==> src/rtl/sdr_mon_pkg.sv <==
package sdr_mon_pkg;

  typedef enum logic [3:0] {
    CMD_DESEL = 4'd0,
    CMD_NOP   = 4'd1,
    CMD_MRS   = 4'd2,
    CMD_REF   = 4'd3,
    CMD_SREF  = 4'd4,
    CMD_ACT   = 4'd5,
    CMD_RD    = 4'd6,
    CMD_WR    = 4'd7,
    CMD_BST   = 4'd8,
    CMD_PRE   = 4'd9,
    CMD_SUSP  = 4'd10
  } cmd_e;

  typedef enum logic [2:0] {
    ERR_NONE     = 3'd0,
    ERR_MRS_BUSY = 3'd1,
    ERR_MRS_REC  = 3'd2,
    ERR_REF_BUSY = 3'd3,
    ERR_ACT_OPEN = 3'd4,
    ERR_RW_IDLE  = 3'd5,
    ERR_RW_AP    = 3'd6
  } err_e;

endpackage

==> src/rtl/sdr_cmd_decode.sv <==
module sdr_cmd_decode
  import sdr_mon_pkg::*;
(
  input  logic cke_prev,
  input  logic cke,
  input  logic cs_n,
  input  logic ras_n,
  input  logic cas_n,
  input  logic we_n,
  output cmd_e cmd
);

  always_comb begin
    if (!cke_prev) begin
      cmd = CMD_SUSP;
    end else if (cs_n) begin
      cmd = CMD_DESEL;
    end else begin
      unique case ({ras_n, cas_n, we_n})
        3'b000:  cmd = CMD_MRS;
        3'b001:  cmd = cke ? CMD_REF : CMD_SREF;
        3'b011:  cmd = CMD_ACT;
        3'b101:  cmd = CMD_RD;
        3'b100:  cmd = CMD_WR;
        3'b110:  cmd = CMD_BST;
        3'b010:  cmd = CMD_PRE;
        default: cmd = CMD_NOP;
      endcase
    end
  end

endmodule

==> src/rtl/sdr_bank_flag.sv <==
module sdr_bank_flag (
  input  logic clk,
  input  logic rst_n,
  input  logic set_i,
  input  logic clr_i,
  output logic open_o
);

  logic open_q;
  logic open_d;
  logic open_en;

  always_comb begin
    open_en = set_i | clr_i;
    open_d  = set_i;
  end

  always_ff @(posedge clk or negedge rst_n) begin
    if (!rst_n) begin
      open_q <= 1'b0;
    end else if (open_en) begin
      open_q <= open_d;
    end
  end

  assign open_o = open_q;

  // an opening and a closing request never target one bank together
  a_r6_no_set_clr_clash: assert property (@(posedge clk) disable iff (!rst_n)
    !(set_i && clr_i));

endmodule

==> src/rtl/sdr_seq_track.sv <==
module sdr_seq_track #(
  parameter int BA_W        = 1,
  parameter int MODE_W      = 3,
  parameter int MAX_BL_LOG2 = 3,
  parameter int REC_CYC     = 2
) (
  input  logic              clk,
  input  logic              rst_n,
  input  logic              mrs_load,
  input  logic [MODE_W-1:0] mode_code,
  input  logic              clk_run,
  input  logic              ap_start,
  input  logic [BA_W-1:0]   ap_bank_i,
  input  logic              ap_kill,
  output logic              rec_busy,
  output logic              bl_one,
  output logic              ap_busy,
  output logic [BA_W-1:0]   ap_bank_o,
  output logic              ap_done
);

  localparam int CNT_W = MAX_BL_LOG2;
  localparam int REC_W = $clog2(REC_CYC + 1);

  logic [MODE_W-1:0] mode_q;
  logic [REC_W-1:0]  rec_q, rec_d;
  logic [CNT_W-1:0]  cnt_q, cnt_d, bl_m1;
  logic [CNT_W:0]    bl_full;
  logic              busy_q, busy_d;
  logic [BA_W-1:0]   bank_q, bank_d;
  logic              ap_en;

  // burst length from the stored mode field, saturating at the largest size
  always_comb begin
    if (int'(mode_q) > MAX_BL_LOG2) begin
      bl_full = (CNT_W + 1)'(1) << MAX_BL_LOG2;
    end else begin
      bl_full = (CNT_W + 1)'(1) << mode_q;
    end
    bl_m1  = CNT_W'(bl_full - 1'b1);
    bl_one = (bl_full == (CNT_W + 1)'(1));
  end

  assign ap_done = busy_q && clk_run && (cnt_q == CNT_W'(1));

  always_comb begin
    rec_d = rec_q;
    if (mrs_load) begin
      rec_d = REC_W'(REC_CYC);
    end else if (rec_q != '0) begin
      rec_d = rec_q - 1'b1;
    end

    busy_d = busy_q;
    cnt_d  = cnt_q;
    bank_d = bank_q;
    if (ap_start && !bl_one) begin
      busy_d = 1'b1;
      cnt_d  = bl_m1;
      bank_d = ap_bank_i;
    end else if (ap_kill) begin
      busy_d = 1'b0;
    end else if (busy_q && clk_run) begin
      if (ap_done) begin
        busy_d = 1'b0;
      end else begin
        cnt_d = cnt_q - 1'b1;
      end
    end
    ap_en = (ap_start && !bl_one) || ap_kill || (busy_q && clk_run);
  end

  always_ff @(posedge clk or negedge rst_n) begin
    if (!rst_n) begin
      mode_q <= '0;
      rec_q  <= '0;
      busy_q <= 1'b0;
      cnt_q  <= '0;
      bank_q <= '0;
    end else begin
      if (mrs_load) begin
        mode_q <= mode_code;
      end
      rec_q <= rec_d;
      if (ap_en) begin
        busy_q <= busy_d;
        cnt_q  <= cnt_d;
        bank_q <= bank_d;
      end
    end
  end

  assign rec_busy  = (rec_q != '0);
  assign ap_busy   = busy_q;
  assign ap_bank_o = bank_q;

  // a mode load is never accepted inside the quiet window
  a_r4_no_load_in_window: assert property (@(posedge clk) disable iff (!rst_n)
    mrs_load |-> !rec_busy);

  // no second automatic-precharge burst starts while one runs
  a_r9_no_restart: assert property (@(posedge clk) disable iff (!rst_n)
    ap_start |-> !ap_busy);

  // a running burst always has beats left
  a_r9_count_live: assert property (@(posedge clk) disable iff (!rst_n)
    ap_busy |-> (cnt_q != '0));

endmodule

==> src/rtl/sdr_cmd_monitor.sv <==
module sdr_cmd_monitor
  import sdr_mon_pkg::*;
#(
  parameter  int NUM_BANKS   = 2,
  parameter  int AP_BIT      = 10,
  parameter  int MODE_W      = 3,
  parameter  int MAX_BL_LOG2 = 3,
  parameter  int REC_CYC     = 2,
  localparam int BA_W        = (NUM_BANKS > 1) ? $clog2(NUM_BANKS) : 1,
  localparam int ADDR_W      = AP_BIT + 1
) (
  input  logic                 clk,
  input  logic                 rst_n,
  input  logic                 cke,
  input  logic                 cs_n,
  input  logic                 ras_n,
  input  logic                 cas_n,
  input  logic                 we_n,
  input  logic [BA_W-1:0]      ba,
  input  logic [ADDR_W-1:0]    addr,
  output logic [3:0]           cmd_o,
  output logic                 viol_o,
  output logic [2:0]           err_o,
  output logic [NUM_BANKS-1:0] bank_open_o,
  output logic                 sref_o
);

  // reset: asserted at once, released after two edges
  logic [1:0] rst_pipe;
  logic       rst_i_n;

  always_ff @(posedge clk or negedge rst_n) begin
    if (!rst_n) begin
      rst_pipe <= 2'b00;
    end else begin
      rst_pipe <= {rst_pipe[0], 1'b1};
    end
  end
  assign rst_i_n = rst_pipe[1];

  logic                 cke_prev_q;
  cmd_e                 cmd_d, cmd_q;
  err_e                 err_d, err_q;
  logic                 viol_q;
  logic                 sref_q, sref_d, sref_en;
  logic [NUM_BANKS-1:0] bank_q, bank_set, bank_clr;
  logic                 ok, is_rw, ap_flag, sel_open, all_idle;
  logic                 rec_busy, bl_one, ap_busy, ap_done;
  logic [BA_W-1:0]      ap_bank;
  logic                 mrs_load, ap_start, ap_kill;
  logic                 unused_addr;

  assign unused_addr = ^addr[AP_BIT-1:MODE_W];

  sdr_cmd_decode u_dec (
    .cke_prev (cke_prev_q),
    .cke      (cke),
    .cs_n     (cs_n),
    .ras_n    (ras_n),
    .cas_n    (cas_n),
    .we_n     (we_n),
    .cmd      (cmd_d)
  );

  sdr_seq_track #(
    .BA_W        (BA_W),
    .MODE_W      (MODE_W),
    .MAX_BL_LOG2 (MAX_BL_LOG2),
    .REC_CYC     (REC_CYC)
  ) u_seq (
    .clk       (clk),
    .rst_n     (rst_i_n),
    .mrs_load  (mrs_load),
    .mode_code (addr[MODE_W-1:0]),
    .clk_run   (cke_prev_q),
    .ap_start  (ap_start),
    .ap_bank_i (ba),
    .ap_kill   (ap_kill),
    .rec_busy  (rec_busy),
    .bl_one    (bl_one),
    .ap_busy   (ap_busy),
    .ap_bank_o (ap_bank),
    .ap_done   (ap_done)
  );

  // legality of the sampled command against the tracked state
  always_comb begin
    ap_flag  = addr[AP_BIT];
    is_rw    = (cmd_d == CMD_RD) || (cmd_d == CMD_WR);
    sel_open = bank_q[ba];
    all_idle = (bank_q == '0);
    err_d    = ERR_NONE;
    if (rec_busy && !(cmd_d inside {CMD_NOP, CMD_DESEL, CMD_SUSP})) begin
      err_d = ERR_MRS_REC;
    end else begin
      unique case (cmd_d)
        CMD_MRS:          if (!all_idle) err_d = ERR_MRS_BUSY;
        CMD_REF,
        CMD_SREF:         if (!all_idle) err_d = ERR_REF_BUSY;
        CMD_ACT:          if (sel_open)  err_d = ERR_ACT_OPEN;
        CMD_RD,
        CMD_WR: begin
          if (ap_busy)        err_d = ERR_RW_AP;
          else if (!sel_open) err_d = ERR_RW_IDLE;
        end
        default: err_d = ERR_NONE;
      endcase
    end
    ok       = (err_d == ERR_NONE);
    mrs_load = ok && (cmd_d == CMD_MRS);
    ap_start = ok && is_rw && ap_flag;
    ap_kill  = ok && ((cmd_d == CMD_BST) ||
                      ((cmd_d == CMD_PRE) && (ap_flag || (ba == ap_bank))));
  end

  for (genvar gi = 0; gi < NUM_BANKS; gi++) begin : g_bank
    logic hit;
    logic ap_hit;
    assign hit    = (ba == BA_W'(gi));
    assign ap_hit = (ap_bank == BA_W'(gi));
    assign bank_set[gi] = ok && (cmd_d == CMD_ACT) && hit;
    assign bank_clr[gi] = (ok && (cmd_d == CMD_PRE) && (ap_flag || hit)) ||
                          (ap_done && ap_hit) ||
                          (ok && (cmd_d == CMD_BST) && ap_busy && ap_hit) ||
                          (ok && is_rw && ap_flag && bl_one && hit);

    sdr_bank_flag u_flag (
      .clk    (clk),
      .rst_n  (rst_i_n),
      .set_i  (bank_set[gi]),
      .clr_i  (bank_clr[gi]),
      .open_o (bank_q[gi])
    );
  end

  always_comb begin
    sref_en = (ok && (cmd_d == CMD_SREF)) || (sref_q && !cke_prev_q && cke);
    sref_d  = ok && (cmd_d == CMD_SREF);
  end

  always_ff @(posedge clk or negedge rst_i_n) begin
    if (!rst_i_n) begin
      cke_prev_q <= 1'b0;
      cmd_q      <= CMD_DESEL;
      err_q      <= ERR_NONE;
      viol_q     <= 1'b0;
      sref_q     <= 1'b0;
    end else begin
      cke_prev_q <= cke;
      cmd_q      <= cmd_d;
      err_q      <= err_d;
      viol_q     <= !ok;
      if (sref_en) begin
        sref_q <= sref_d;
      end
    end
  end

  assign cmd_o       = cmd_q;
  assign err_o       = err_q;
  assign viol_o      = viol_q;
  assign bank_open_o = bank_q;
  assign sref_o      = sref_q;

  // an accepted mode set found both banks idle
  a_r3_mrs_idle: assert property (@(posedge clk) disable iff (!rst_i_n)
    (cmd_q == CMD_MRS && !viol_q) |-> ($past(bank_q) == '0));

  // an accepted refresh of either kind found both banks idle
  a_r5_ref_idle: assert property (@(posedge clk) disable iff (!rst_i_n)
    ((cmd_q == CMD_REF || cmd_q == CMD_SREF) && !viol_q) |-> ($past(bank_q) == '0));

  // an accepted read or write found some row open
  a_r7_rw_open: assert property (@(posedge clk) disable iff (!rst_i_n)
    ((cmd_q == CMD_RD || cmd_q == CMD_WR) && !viol_q) |-> ($past(bank_q) != '0));

  // the edge after an accepted mode set is quiet or flagged as such
  a_r4_quiet_after_mrs: assert property (@(posedge clk) disable iff (!rst_i_n)
    (cmd_q == CMD_MRS && !viol_q) |=>
      ((cmd_q inside {CMD_NOP, CMD_DESEL, CMD_SUSP}) || (err_q == ERR_MRS_REC)));

  // while self refresh persists, every edge is a suspended one
  a_r11_sref_suspended: assert property (@(posedge clk) disable iff (!rst_i_n)
    (sref_q && $past(sref_q)) |-> (cmd_q == CMD_SUSP));

  // the flag and the code agree
  a_r12_flag_code: assert property (@(posedge clk) disable iff (!rst_i_n)
    viol_q |-> (err_q != ERR_NONE));

endmodule

==> config.mk <==
export PLATFORM = sky130hd
export DESIGN_NAME = sdr_cmd_monitor
export DESIGN_NICKNAME = d
export VERILOG_FILES = /design/src/rtl/sdr_mon_pkg.sv /design/src/rtl/sdr_cmd_decode.sv /design/src/rtl/sdr_bank_flag.sv /design/src/rtl/sdr_seq_track.sv /design/src/rtl/sdr_cmd_monitor.sv
export SDC_FILE = /design/constraint.sdc
export NUM_CORES = 1
export LEC_CHECK = 0
export BUFFER_PORTS_ARGS = -buffer_cell sky130_fd_sc_hd__buf_2
export CAP_MARGIN = 10
export CORE_MARGIN = 2
export CORE_UTILIZATION = 52
export CTS_CLUSTER_DIAMETER = 120
export DETAILED_ROUTE_END_ITERATION = 12
export PLACE_DENSITY = 0.77
export SLEW_MARGIN = 20
export SYNTH_ARGS = -nofsm -noshare
export SYNTH_HDL_FRONTEND = slang
export SYNTH_SLANG_ARGS = --single-unit
==> constraint.sdc <==
create_clock -name clk -period 0.8 [get_ports clk]
set_input_delay 0.04 -clock clk [delete_from_list [all_inputs] [get_ports clk]]
set_output_delay 0.04 -clock clk [all_outputs]
set_load 0.005 [all_outputs]
# ---- Word level (Yosys, flattened, before mapping)
# Cells that the tools add are included.
dict set report op_classes {
  n_addsub 3
  n_lt_le_gt_ge 2
  n_eq_ne 21
  n_shift 1
  muxes 24
  n_bitwise 4
  n_reduce_logical 60
}
# operator count
set ops {}
lappend ops {{$pmux W4 S7} 1}
lappend ops {{$logic_and A1 B1 Y1} 27}
lappend ops {{$mux W3} 9}
lappend ops {{$eq A4 B3 Y1 const B} 4}
lappend ops {{$logic_or A1 B1 Y1} 14}
lappend ops {{$eq A4 B4 Y1 const B} 3}
lappend ops {{$mux W4} 3}
lappend ops {{$pmux W3 S4} 1}
lappend ops {{$eq A3 B3 Y1 const B} 3}
lappend ops {{$reduce_bool A3 Y1} 3}
lappend ops {{$eq A4 B1 Y1 const B} 2}
lappend ops {{$eq A4 B2 Y1 const B} 2}
lappend ops {{$mux W1} 7}
lappend ops {{$eq A3 B1 Y1 const B} 2}
lappend ops {{$eq A3 B2 Y1 const B} 2}
lappend ops {{$logic_not A3 Y1} 2}
lappend ops {{$mux W2} 3}
lappend ops {{$reduce_bool A2 Y1} 3}
lappend ops {{$sub A3 B1 Y3 const B} 2}
lappend ops {{$logic_not A1 Y1} 4}
lappend ops {{$logic_not A4 Y1} 1}
lappend ops {{$reduce_and A4 Y1} 1}
lappend ops {{$reduce_or A2 Y1} 2}
lappend ops {{$shl A1 B3 Y4 const A} 1}
lappend ops {{11 further kinds} 13}
dict set report totals {
  ff_bits 24
  output_inout_bits 11
}

# ---- Logic depth before layout (Yosys ltp)
# Gate-level depths: netlist of the first run.
dict set report logic_depth {
  ltp_word 16
  depth_mapped 9
  depth_no_buf 8
}

# ---- Cells and area by module
# From an unflattened synthesis of the first run, not the netlist that was laid out.
dict set report unflattened {
  hier_cells 142
  hier_area_um2 1437.6
}
# mod n_inst cells_each area_each_um2
set by_module_without_submodules {}
lappend by_module_without_submodules {sdr_cmd_monitor 1 67 693.2}
lappend by_module_without_submodules {sdr_seq_track 1 54 590.6}
lappend by_module_without_submodules {sdr_cmd_decode 1 15 81.3}
lappend by_module_without_submodules {sdr_bank_flag 2 3 36.3}

# ---- Worst setup path before layout of the first run
# Ideal clock, no wire load.
dict set report synth_timing {
  path_kind {flip-flop to flip-flop}
  startpoint {reg u_seq.rec_q[0]}
  endpoint {reg u_seq.cnt_q[2]}
  setup_time_ps 82
  arrival_time_ps 2051
  required_time_ps 718
  path_slack_ps -1333
  path_stages_with_launch 10
  n_path_buf 2
  period_less_slack_ps 2133
  cell_sequence {dfrtp_1 -> inv_1 -> ha_1 -> clkbuf_1 -> nor4b_1 -> a31oi_1 -> and3_1 -> clkbuf_2 -> or4_1 -> a31oi_1}
}
dict set report synth_via {
  elab_chain_len 10
  word_cells_on_any_way 15
  cone_classes {2 x eq/ne; 2 x mux; 11 x reduce/logical}
}
# element line_no
set synth_rtl {}
lappend synth_rtl {{start, declared} sdr_seq_track.sv:26} ;# logic [REC_W-1:0] rec_q, rec_d;
lappend synth_rtl {{start signal, assigned} sdr_seq_track.sv:84} ;# rec_q <= rec_d;
lappend synth_rtl {{$reduce_bool A2 Y1 *} sdr_seq_track.sv:93} ;# assign rec_busy = (rec_q != '0);
lappend synth_rtl {{$logic_and A1 B1 Y1 *} sdr_cmd_monitor.sv:93} ;# if (rec_busy && !(cmd_d inside {CMD_NOP, CMD_DESEL, CMD_SUSP})) begin
lappend synth_rtl {{$mux W3 *} sdr_cmd_monitor.sv:93}
lappend synth_rtl {{$logic_not A3 Y1 *} sdr_cmd_monitor.sv:109} ;# ok = (err_d == ERR_NONE);
lappend synth_rtl {{$logic_and A1 B1 Y1 (2 in a row)} sdr_cmd_monitor.sv:111} ;# ap_start = ok && is_rw && ap_flag;
lappend synth_rtl {{$logic_and A1 B1 Y1} {sdr_seq_track.sv:57, sdr_seq_track.sv:70}}
lappend synth_rtl {{$logic_or A1 B1 Y1 (2 in a row)} sdr_seq_track.sv:70} ;# ap_en = (ap_start && !bl_one) || ap_kill || (busy_q && clk_run);
lappend synth_rtl {{$reduce_and A4 Y1 (no source line)} -}
lappend synth_rtl {{end signal, assigned} sdr_seq_track.sv:87} ;# cnt_q <= cnt_d;
lappend synth_rtl {{end, declared} sdr_seq_track.sv:27} ;# logic [CNT_W-1:0] cnt_q, cnt_d, bl_m1;
# Every way passes the cells marked *; elsewhere a longest branch is shown, timed or not.
# A chain may end at the register's enable or synchronous reset.

# ---- Worst setup path after layout of the first run
dict set report layout_timing {
  startpoint {reg g_bank[1].u_flag.open_q}
  endpoint {reg g_bank[1].u_flag.open_q}
}
dict set report layout_via {
  elab_chain_len 13
  word_cells_on_any_way 26
  cone_classes {9 x mux; 1 x bitwise; 16 x reduce/logical}
}
# element line_no
set layout_rtl {}
lappend layout_rtl {{start, declared} sdr_bank_flag.sv:9} ;# logic open_q;
lappend layout_rtl {{start signal, assigned} sdr_bank_flag.sv:22} ;# open_q <= open_d;
lappend layout_rtl {{$mux W1 (not written as such) (2 in a row)} sdr_cmd_monitor.sv:90} ;# sel_open = bank_q[ba];
lappend layout_rtl {{$mux W3} sdr_cmd_monitor.sv:104} ;# else if (!sel_open) err_d = ERR_RW_IDLE;
lappend layout_rtl {{$mux W3} sdr_cmd_monitor.sv:103} ;# if (ap_busy) err_d = ERR_RW_AP;
lappend layout_rtl {{$pmux W3 S4 *} sdr_cmd_monitor.sv:96} ;# unique case (cmd_d)
lappend layout_rtl {{$mux W3 *} sdr_cmd_monitor.sv:93}
lappend layout_rtl {{$logic_not A3 Y1 *} sdr_cmd_monitor.sv:109}
lappend layout_rtl {{$logic_and A1 B1 Y1, on equally long branches (2 in a row)} {sdr_cmd_monitor.sv:122, sdr_cmd_monitor.sv:124, sdr_cmd_monitor.sv:125}}
lappend layout_rtl {{$logic_or A1 B1 Y1 (tied with other cells)} sdr_cmd_monitor.sv:122} ;# assign bank_clr[gi] = (ok && (cmd_d == CMD_PRE) && (ap_flag || hit)) ||
lappend layout_rtl {{$logic_or A1 B1 Y1 or $logic_and A1 B1 Y1 (tied branches)} {sdr_cmd_monitor.sv:123, sdr_cmd_monitor.sv:125}}
lappend layout_rtl {{$logic_or A1 B1 Y1} sdr_cmd_monitor.sv:124} ;# (ok && (cmd_d == CMD_BST) && ap_busy && ap_hit) ||
lappend layout_rtl {{$or A1 B1 Y1} sdr_bank_flag.sv:14} ;# open_en = set_i | clr_i;
# Every way passes the cells marked *; elsewhere a longest branch is shown, timed or not. The select of a mux whose other input is x is not followed.

==> results of run 1 <==
==> worst max-delay path: cells and delay by family (launching register included) <==
kind	cells	cell delay, ps
AND/OR/NAND/NOR	1	80
AO/OA/AOI/OAI	4	1010
flip-flops	1	460
buffers and inverters	2	310
==> kinds of logic after synthesis <==
kind of cell	count (synthesis)	synth area share [%]
adder cells (fa/ha/maj)	5	4.77
buffers and inverters	14	4.67
AO/OA/AOI/OAI	33	17.7
AND/OR/NAND/NOR	50	21.4
flip-flops	24	45.8
multiplexers	4	3.34
XOR/XNOR	3	2.00
other	1	0.286
==> worst paths after layout <==
kind / cells past startpoint / slack [ps] / to / from
setup / recovery: 7 / -1170 / g_bank[1].u_flag.open_o / g_bank[1].u_flag.open_o
hold / removal: 3 / 20 / cmd_o[1] / cs_n
min in group asynchronous: 2 / 80 / rst_pipe[1] / rst_n
hold reg to reg: 1 / 210 / cmd_o[1] / rst_pipe[1]
setup reg to reg: 7 / -1170 / g_bank[1].u_flag.open_o / g_bank[1].u_flag.open_o
max in group asynchronous: 1 / 440 / u_seq.mode_q[1] / rst_pipe[1]
==> stage by stage <==
step	instances	power, W	instance area (um2)	setup slack, ps
global route	251	0.00684	2200	-1270
global placement	225	0.00420	1810	-1080
detailed placement	225	0.00433	1810	-1150
CTS	246	0.00552	2070	-1090
finish	251	0.00652	2200	-1170
floorplan	134	0.00327	1350	-1230
==> Yosys cell counts (2+ instances only) <==
library cell / n / area [um2]
mux2_2: 3 / 33.8
o211ai_1: 2 / 15.0
clkbuf_1: 2 / 7.51
nor2_1: 13 / 48.8
ha_1: 5 / 62.6
inv_1: 8 / 30.0
nand2_1: 11 / 41.3
a21o_1: 3 / 22.5
nand3b_1: 2 / 15.0
buf_4: 2 / 15.0
nand2b_1: 4 / 25.0
o21ai_0: 9 / 45.0
xnor2_1: 2 / 17.5
nor4b_1: 2 / 17.5
and3_1: 3 / 18.8
nand3_1: 3 / 15.0
a32o_1: 3 / 30.0
dfrtp_1: 24 / 601
nor2b_1: 4 / 25.0
a21oi_1: 2 / 10.0
or3_1: 2 / 12.5
a31oi_1: 4 / 25.0
==> power groups by stage <==
stage | clock, W | combinational, W | sequential (W)
after floorplan | 0 | 0.00144 | 0.00183
after global placement | 0 | 0.00239 | 0.00181
after detailed placement | 0 | 0.00249 | 0.00185
after CTS | 0.000530 | 0.00315 | 0.00184
after global routing | 0.000593 | 0.00430 | 0.00194
final | 0.000574 | 0.00403 | 0.00191
==> routing by layer <==
| layer | track usage, % | vias up | part of all wire (%) |
|---|---|---|---|
| li1 | - | 647 | - |
| met1 | 34.1 | 734 | 35 |
| met2 | 57.2 | 116 | 52 |
| met3 | 4.92 | 35 | 6.4 |
| met4 | 26.3 | 0 | 6.6 |
| met5 | 0 | - | 0 |
==> sequential cells by signal, indices dropped and copies added, names as in the netlist, 2 cells and up <==
name,flops
u_seq.cnt_q,3
rst_pipe,2
u_seq.rec_q,2
cmd_o,4
err_o,3
g_bank.u_flag.open_o,2
u_seq.mode_q,3
==> final cells by class <==
type / count / area (um2) / area share (%)
timing repair buffer: 90 / 691 / 31.4
multi-input combinational: 96 / 818 / 37.2
sequential: 24 / 601 / 27.3
clock buffer: 3 / 22.5 / 1.02
tap: 30 / 37.5 / 1.71
inverter: 8 / 30.0 / 1.37
==> timing repair <==
item,4_1_cts,5_1_grt
setup endpoints to repair,31,30
gates cloned,1,0
setup buffers,13,6
pin swaps,10,16
endpoints found under the hold margin,6,0
gates resized for setup,29,23
hold buffers,5,0
==> metrics, run 1 <==
CTS tree built; crit start category flip-flop; wire length per cell 21.6 um; via count 1532; Unique masters post-synth 43; die width 54.2 um; root buf cell clkbuf_4; synthesized area 0.00131 mm2; Initial Util 53.9%; clk sinks 24; Crit Path Class flip-flop to flip-flop; 1st-iter DRT viols 54; Setup TNS Final -18470 ps; fin crit period 1970 ps; number of global-route vias before repair 1544; global route overflow 0; dpl hpwl 2580 um; critical-path cell with the highest stage delay dfrtp_1; Reg power frac 29.4%; crit path cell chain buf_4 -> o21ai_4 -> a32o_2 -> nand2_4 -> buf_6 -> a2111o_1 -> a32o_1; initial antenna violation count 0; failing checks setup timing; Clk pwr share 8.8%; max-slew violation count 0; Post-synth EDFFs 0; Core Region 0.00243 mm2; FF+latch count, synth 24; Seq/Total Area, Yosys 45.8%; pwr dens 2960 mW/mm2; CP endpoint kind flip-flop; Via density 6.10; WP data required 1040 ps; warnings from Yosys 0; Fillers 88; area delta synth->final 67.7%; Port Buffers 22; DRC viols 0; global-route wire length before repair 6700 um; Combinational Power Share 61.8%; Worst Slack Setup Final -1170 ps; Global Route Usage Sum 32.6%; Post-synth ARST share 100%; Clk pin slew, worst setup/hold paths 140 ps; CTS H-tree depth 1; final setup violating endpoints 31; Data arrival, critical path 2210 ps; Top FF cell, synth dfrtp_1; clk_lat worst skew 330 ps; row cnt 18; commonest non-fill, non-tap cell in the layout buf_4; commonest cells after routing, fill and taps aside 50 x buf_4, 24 x dfrtp_1, 22 x buf_2, 12 x buf_6; final wirelength 5420 um; leakage 1.09 nW; final hold viol count 0; fin nets 247; status finished, violations left; Max Buffers Root-to-Sink 2; hold_ws 23.0 ps; Fmax 0.508 GHz; fin crit share 246%; die area 0.00294 mm2; Min-Delay Path Class input pin to flip-flop; total CTS buffers 3; antenna viol nets, final 0; clock skew 4.73 ps; worst-path maximum fanout 4; Mapped Nets 158; Net Sw Frac 39.6%; Syn Area/Cell 9.79 um2; max incr delay on CP 460 ps; share of layout cells above drive strength 1 55.7%; NetSw 0.00258 W; Post-Syn Instances 134; Die H 54.2 um; Int Pwr 0.00394 W; final core utilization 90.4%; RSZ-0062 raised after global routing true; RD Place Congestion 0.938; length of the first detailed-routing pass in iterations 4; largest net degree at the start of global routing 23; Max Cap Violations 0; ANT cells 0; # IOs 30; VDD IR max 2.72 mV
(Power assumes the default switching activity.)
==> run 2, diff against run 1 <==
--- a/config.mk
+++ b/config.mk
@@ -12,6 +12,7 @@
 export CTS_CLUSTER_DIAMETER = 120
 export DETAILED_ROUTE_END_ITERATION = 12
 export PLACE_DENSITY = 0.77
+export RECOVER_POWER = 100
 export SLEW_MARGIN = 20
 export SYNTH_ARGS = -nofsm -noshare
 export SYNTH_HDL_FRONTEND = slang
==> run 2 against run 1 <==
The run still ends with setup timing left. Via count grew 0.46%. Critical path depth grew 2. Setup slack is essentially flat. Hold slack gained 1.7 ps. Clock skew shrank 2.6 ps. Power is essentially flat. Sequential share of layout area grew 0.27 points. Clock power is essentially flat. Sequential cell count is the same. Design area shrank 0.97%. Cell count is the same. Critical path type unchanged. Critical endpoint is now u_seq.cnt_q[0].
==> metrics, run 2 (synthesized netlist as in run 1, its figures left out) <==
crit path cell chain nor2_2 -> nand2_2 -> ha_2 -> and2_4 -> and4b_1 -> nand3_2 -> buf_6 -> o211ai_1 -> o211ai_1; fin crit period 1970 ps (-0.380 ps); status finished, violations left; fin crit share 246% (about the same); Core Region 0.00243 mm2 (unchanged); length of the first detailed-routing pass in iterations 4 (unchanged); commonest cells after routing, fill and taps aside 49 x buf_4, 24 x dfrtp_1, 20 x buf_2, 12 x buf_6; CTS tree built; max reg flops 4 (unchanged); worst-path maximum fanout 5 (+1); Fillers 94 (+6.8%); total CTS buffers 3 (unchanged); Max Cap Violations 0 (unchanged); dpl hpwl 2580 um (unchanged); Max Buffers Root-to-Sink 2 (unchanged); ANT cells 0 (unchanged); antenna viol nets, final 0 (unchanged); number of global-route vias before repair 1544 (unchanged); clk_lat worst skew 330 ps (about the same); CTS H-tree depth 1 (unchanged); final hold viol count 0 (unchanged); Crit Path Class flip-flop to flip-flop; Initial Util 53.9% (unchanged); Clk pin slew, worst setup/hold paths 140 ps (about the same); failing checks setup timing; Fmax 0.508 GHz (about the same); Multi-input gate area 818 um2 (unchanged); wire length per cell 21.6 um (+0.24%); Port Buffers 22 (unchanged); RSZ-0062 raised after global routing true; Slew @ Worst Pin 521 ps; clock skew 2.09 ps (-2.64 ps); via count 1539 (+0.46%); die area 0.00294 mm2 (unchanged); Worst Slack Setup Final -1170 ps (+0.380 ps); # IOs 30 (unchanged); Top delay family on crit path simple AND/OR/NAND/NOR gates; max-slew violation count 0 (unchanged); max incr delay on CP 450 ps (about the same); critical-path cell with the highest stage delay dfrtp_1; global route overflow 0 (unchanged); fin nets 247 (unchanged); Max-Slew Margin vs Limit 65.3%; row cnt 18 (unchanged); post-layout total power 0.00651 W (about the same); global-route wire length before repair 6700 um (unchanged); Min-Delay Path Class input pin to flip-flop; Global Route Usage Sum 32.6% (unchanged); initial antenna violation count 0 (unchanged); share of layout cells above drive strength 1 54.3% (-1.4 points); crit start category flip-flop; commonest non-fill, non-tap cell in the layout buf_4; WP buf/inv 1 (-1); largest net degree at the start of global routing 23 (unchanged); 1st-iter DRT viols 46 (-15%); most used cell, CP o211ai_1; Die H 54.2 um (unchanged); clk sinks 24 (unchanged); die width 54.2 um (unchanged); Via density 6.13 (+0.46%); pwr dens 2990 mW/mm2 (+0.88%); Data arrival, critical path 2180 ps (-30 ps); leakage 1.07 nW (-1.3%); RD Place Congestion 0.938 (unchanged); Reg area 601 um2 (unchanged); final core utilization 89.6% (-0.87 points); final setup violating endpoints 31 (unchanged); root buf cell clkbuf_4; hold_ws 24.7 ps (+1.73 ps); final wirelength 5430 um (+0.24%); WP data required 1010 ps (-30 ps); VDD IR max 2.71 mV (about the same); area delta synth->final 66.1%; CP endpoint kind flip-flop; DRC viols 0 (unchanged)
-- run 2: changes by cell type in the layout (fill, tap and decap cells not counted), sizes merged --
cell	previous run	this run
buf	85	81
clkbuf	3	7
-- run 2: routing by layer --
layer	vias to the layer above	track usage (%)	wire length [um]
met4	0	26.3	323
met1	751	34.1	1960
li1	648	-	-
met5	-	0	0
met2	108	57.2	2860
met3	32	4.92	289
-- run 2: what timing repair did --
action	CTS	global route
hold buffers	5	0
hold endpoints to repair	6	0
setup endpoints to repair	31	30
gates cloned	1	0
gates resized for setup	29	23
buffers inserted	13	6
pin swaps	10	16
-- run 2: worst min-delay path, stage by stage --
cell	delay, ps
buf_2	90
buf_4	130
o21ai_2	70
-- run 2: path summary, 6_finish.rpt --
check	cells after the start	endpoint	slack, ps	from
min reg2reg	1	err_o[0]	310	rst_pipe[1]
min	3	cmd_o[1]	20	cs_n
max reg2reg	9	u_seq.cnt_q[0]	-1170	u_seq.mode_q[2]
min in group asynchronous	2	rst_pipe[1]	70	rst_n
max	9	u_seq.cnt_q[0]	-1170	u_seq.mode_q[2]
max in group asynchronous	1	u_seq.rec_q[0]	140	rst_pipe[1]
-- run 2: layout make-up --
class                           instances  area share (%)
Multi-Input combinational cell         96            37.6
Timing Repair Buffer                   90            30.7
Sequential cell                        24            27.6
Tap cell                               30            1.72
Inverter                                8            1.38
Clock buffer                            3            1.03
-- run 2: power breakdown --
| part | internal (W) | switching, W |
|---|---|---|
| combinational | 0.00220 | 0.00182 |
| sequential | 0.00155 | 0.000368 |
| clock | 0.000177 | 0.000400 |
-- run 2: stage by stage --
stage / setup TNS (ps) / cells / setup slack, ps / cell area, um2
global placement: -15460 / 225 / -1080 / 1810
detailed placement: -16450 / 225 / -1150 / 1810
CTS: -16580 / 246 / -1090 / 2070
floorplan: -15150 / 134 / -1230 / 1350
finish: -18520 / 251 / -1170 / 2180
global route: -20210 / 251 / -1270 / 2180
==> run 3, diff against run 2 <==
--- a/config.mk
+++ b/config.mk
@@ -8,10 +8,10 @@
 export BUFFER_PORTS_ARGS = -buffer_cell sky130_fd_sc_hd__buf_2
 export CAP_MARGIN = 10
 export CORE_MARGIN = 2
-export CORE_UTILIZATION = 52
+export CORE_UTILIZATION = 50
 export CTS_CLUSTER_DIAMETER = 120
 export DETAILED_ROUTE_END_ITERATION = 12
-export PLACE_DENSITY = 0.77
+export PLACE_DENSITY = 0.75
 export RECOVER_POWER = 100
 export SLEW_MARGIN = 20
 export SYNTH_ARGS = -nofsm -noshare
==> run 3 against run 2 <==
Critical endpoint is now u_seq.cnt_q[2]. Sequential power grew 5%. Sequential share of layout area down 1.2 points. Core utilization grew 2.9 points. Hold slack better by 34 ps. The flow still finishes with violations (setup timing). Clock-buffer cell count rose by 1. Wire length grew 4.0%. Fmax decreased by 8.3%. Register-to-register slack got worse by 180 ps.
==> metrics, run 3 (synthesized netlist as in run 1, its figures left out) <==
max reg flops 4 (unchanged); Net Sw Frac 40.7% (+0.94 points); total CTS buffers 3 (unchanged); Max Buffers Root-to-Sink 2 (unchanged); max-slew violation count 0 (unchanged); Min-Delay Path Class input pin to flip-flop; clk sinks 24 (unchanged); wire length per cell 22.1 um (+2.3%); post-layout total power 0.00696 W (+6.9%); NetSw 0.00283 W (+9.4%); final hold viol count 0 (unchanged); Worst Slack Setup Final -1350 ps (-179 ps); largest net degree at the start of global routing 23 (unchanged); VDD IR max 3.06 mV (+13%); Clk pin slew, worst setup/hold paths 140 ps (about the same); row cnt 18 (unchanged); Max-Slew Margin vs Limit 64.1% (-1.2 points); 1st-iter DRT viols 72 (+57%); Initial Util 52.9% (-0.98 points); number of global-route vias before repair 1548 (+0.26%); fin crit period 2150 ps (+179 ps); Int Pwr 0.00413 W (+5.2%); Port Buffers 22 (unchanged); die area 0.00305 mm2 (+3.7%); failing checks setup timing; Max Cap Violations 0 (unchanged); Via density 6.18 (+0.86%); Fillers 95 (+1.1%); CTS H-tree depth 1 (unchanged); RD Place Congestion 0.873 (-6.9%); final wirelength 5640 um (+4.0%); Global Route Usage Sum 30.6% (-2.0 points); Fmax 0.466 GHz (-8.3%); commonest non-fill, non-tap cell in the layout buf_4; via count 1577 (+2.5%); root buf cell clkbuf_4; antenna viol nets, final 0 (unchanged); die width 55.2 um (+1.8%); area delta synth->final 74.7%; flop2flop setup slack -1350 ps (-180 ps); global-route wire length before repair 7230 um (+7.9%); leakage 1.10 nW (+3.1%); pwr dens 3040 mW/mm2 (+1.6%); status finished, violations left; RSZ-0062 raised after global routing true; DRC viols 0 (unchanged); Die H 55.2 um (+1.8%); Data arrival, critical path 2410 ps (+230 ps); Setup TNS Final -20350 ps (-1820 ps); crit start category flip-flop; Crit Path Class flip-flop to flip-flop; commonest cells after routing, fill and taps aside 51 x buf_4, 21 x dfrtp_1, 21 x buf_2, 13 x buf_6, 8 x nand2_1; share of layout cells above drive strength 1 59.1% (+4.8 points); Clk pwr share 9.8% (+0.9 points); length of the first detailed-routing pass in iterations 5 (+1); final setup violating endpoints 31 (unchanged); Slew @ Worst Pin 539 ps (+18.0 ps); fin crit share 268% (+22 points); worst-path maximum fanout 4 (-1); Core Region 0.00248 mm2 (+1.9%); CTS tree built; # IOs 30 (unchanged); WP data required 1060 ps (+50 ps); Reg power frac 28.9% (-0.5 points); Multi-input gate area 883 um2 (+8.0%); CP endpoint kind flip-flop; Reg area 604 um2 (+0.63%); initial antenna violation count 0 (unchanged); fin nets 250 (+1.2%); Combinational Power Share 61.4% (-0.3 points); dpl hpwl 2560 um (-0.65%); ANT cells 0 (unchanged); clk_lat worst skew 330 ps (about the same); clock skew 3.76 ps (+1.67 ps); global route overflow 0 (unchanged)
## run 3: through the flow
| stage | worst slack, ps | area [um2] | hold slack (ps) | util [%] | cells |
|---|---|---|---|---|---|
| after global routing | -1360 | 2290 | 56.6 | 92.5 | 255 |
| after CTS | -1160 | 2090 | 15.7 | 84.3 | 247 |
| after global placement | -1100 | 1790 | -175 | 72.3 | 223 |
| after floorplan | -1230 | 1350 | -256 | - | 134 |
| final | -1350 | 2290 | 58.5 | 92.5 | 255 |
| after detailed placement | -1190 | 1790 | -167 | 72.3 | 223 |
## run 3: layer usage
layer | share of wire (%) | GRT usage [%] | vias to the layer above
met1 | 36 | 33.6 | 765
li1 | - | - | 660
met2 | 50 | 53.9 | 113
met4 | 6.4 | 19.2 | 0
met3 | 7.3 | 5.39 | 39
met5 | 0 | 0 | -
## run 3: worst max-delay path, stage by stage, from the launching register on
cell and delay, ps:
dfrtp_1 490, mux2i_2 250, nor2b_4 200, a31oi_2 120
buf_4 160, and3_4 180, or4_4 490, a31oi_4 190
## run 3: repair_timing
item	in CTS	in global routing
endpoints found under the setup margin	30	30
hold buffers	5	0
gates resized for setup	30	36
gates cloned	1	0
buffers inserted	14	11
pin swaps	13	12
endpoints found under the hold margin	6	0
## run 3: worst paths after layout
check	depth (start not counted)	from	to
setup / recovery	7	g_bank[0].u_flag.open_o	u_seq.cnt_q[2]
hold / removal	3	cs_n	cmd_o[3]
setup reg to reg	7	g_bank[0].u_flag.open_o	u_seq.cnt_q[2]
hold reg to reg	1	rst_pipe[1]	cmd_o[0]
max in group asynchronous	1	rst_pipe[1]	u_seq.mode_q[0]
min in group asynchronous	2	rst_n	rst_pipe[0]
## run 3: cell type report
| class | count | area share [%] |
|---|---|---|
| multi-input combinational | 96 | 38.6 |
| clock buffer | 4 | 1.58 |
| inverter | 8 | 1.31 |
| tap | 30 | 1.64 |
| sequential | 24 | 26.4 |
| timing repair buffer | 93 | 30.5 |
## run 3: power groups by stage
stage	Clock [W]	Sequential (W)	Combinational (W)
final	0.000681	0.00201	0.00427
after global routing	0.000729	0.00202	0.00453
after CTS	0.000659	0.00183	0.00316
after detailed placement	0	0.00185	0.00249
after global placement	0	0.00182	0.00236
after floorplan	0	0.00183	0.00144
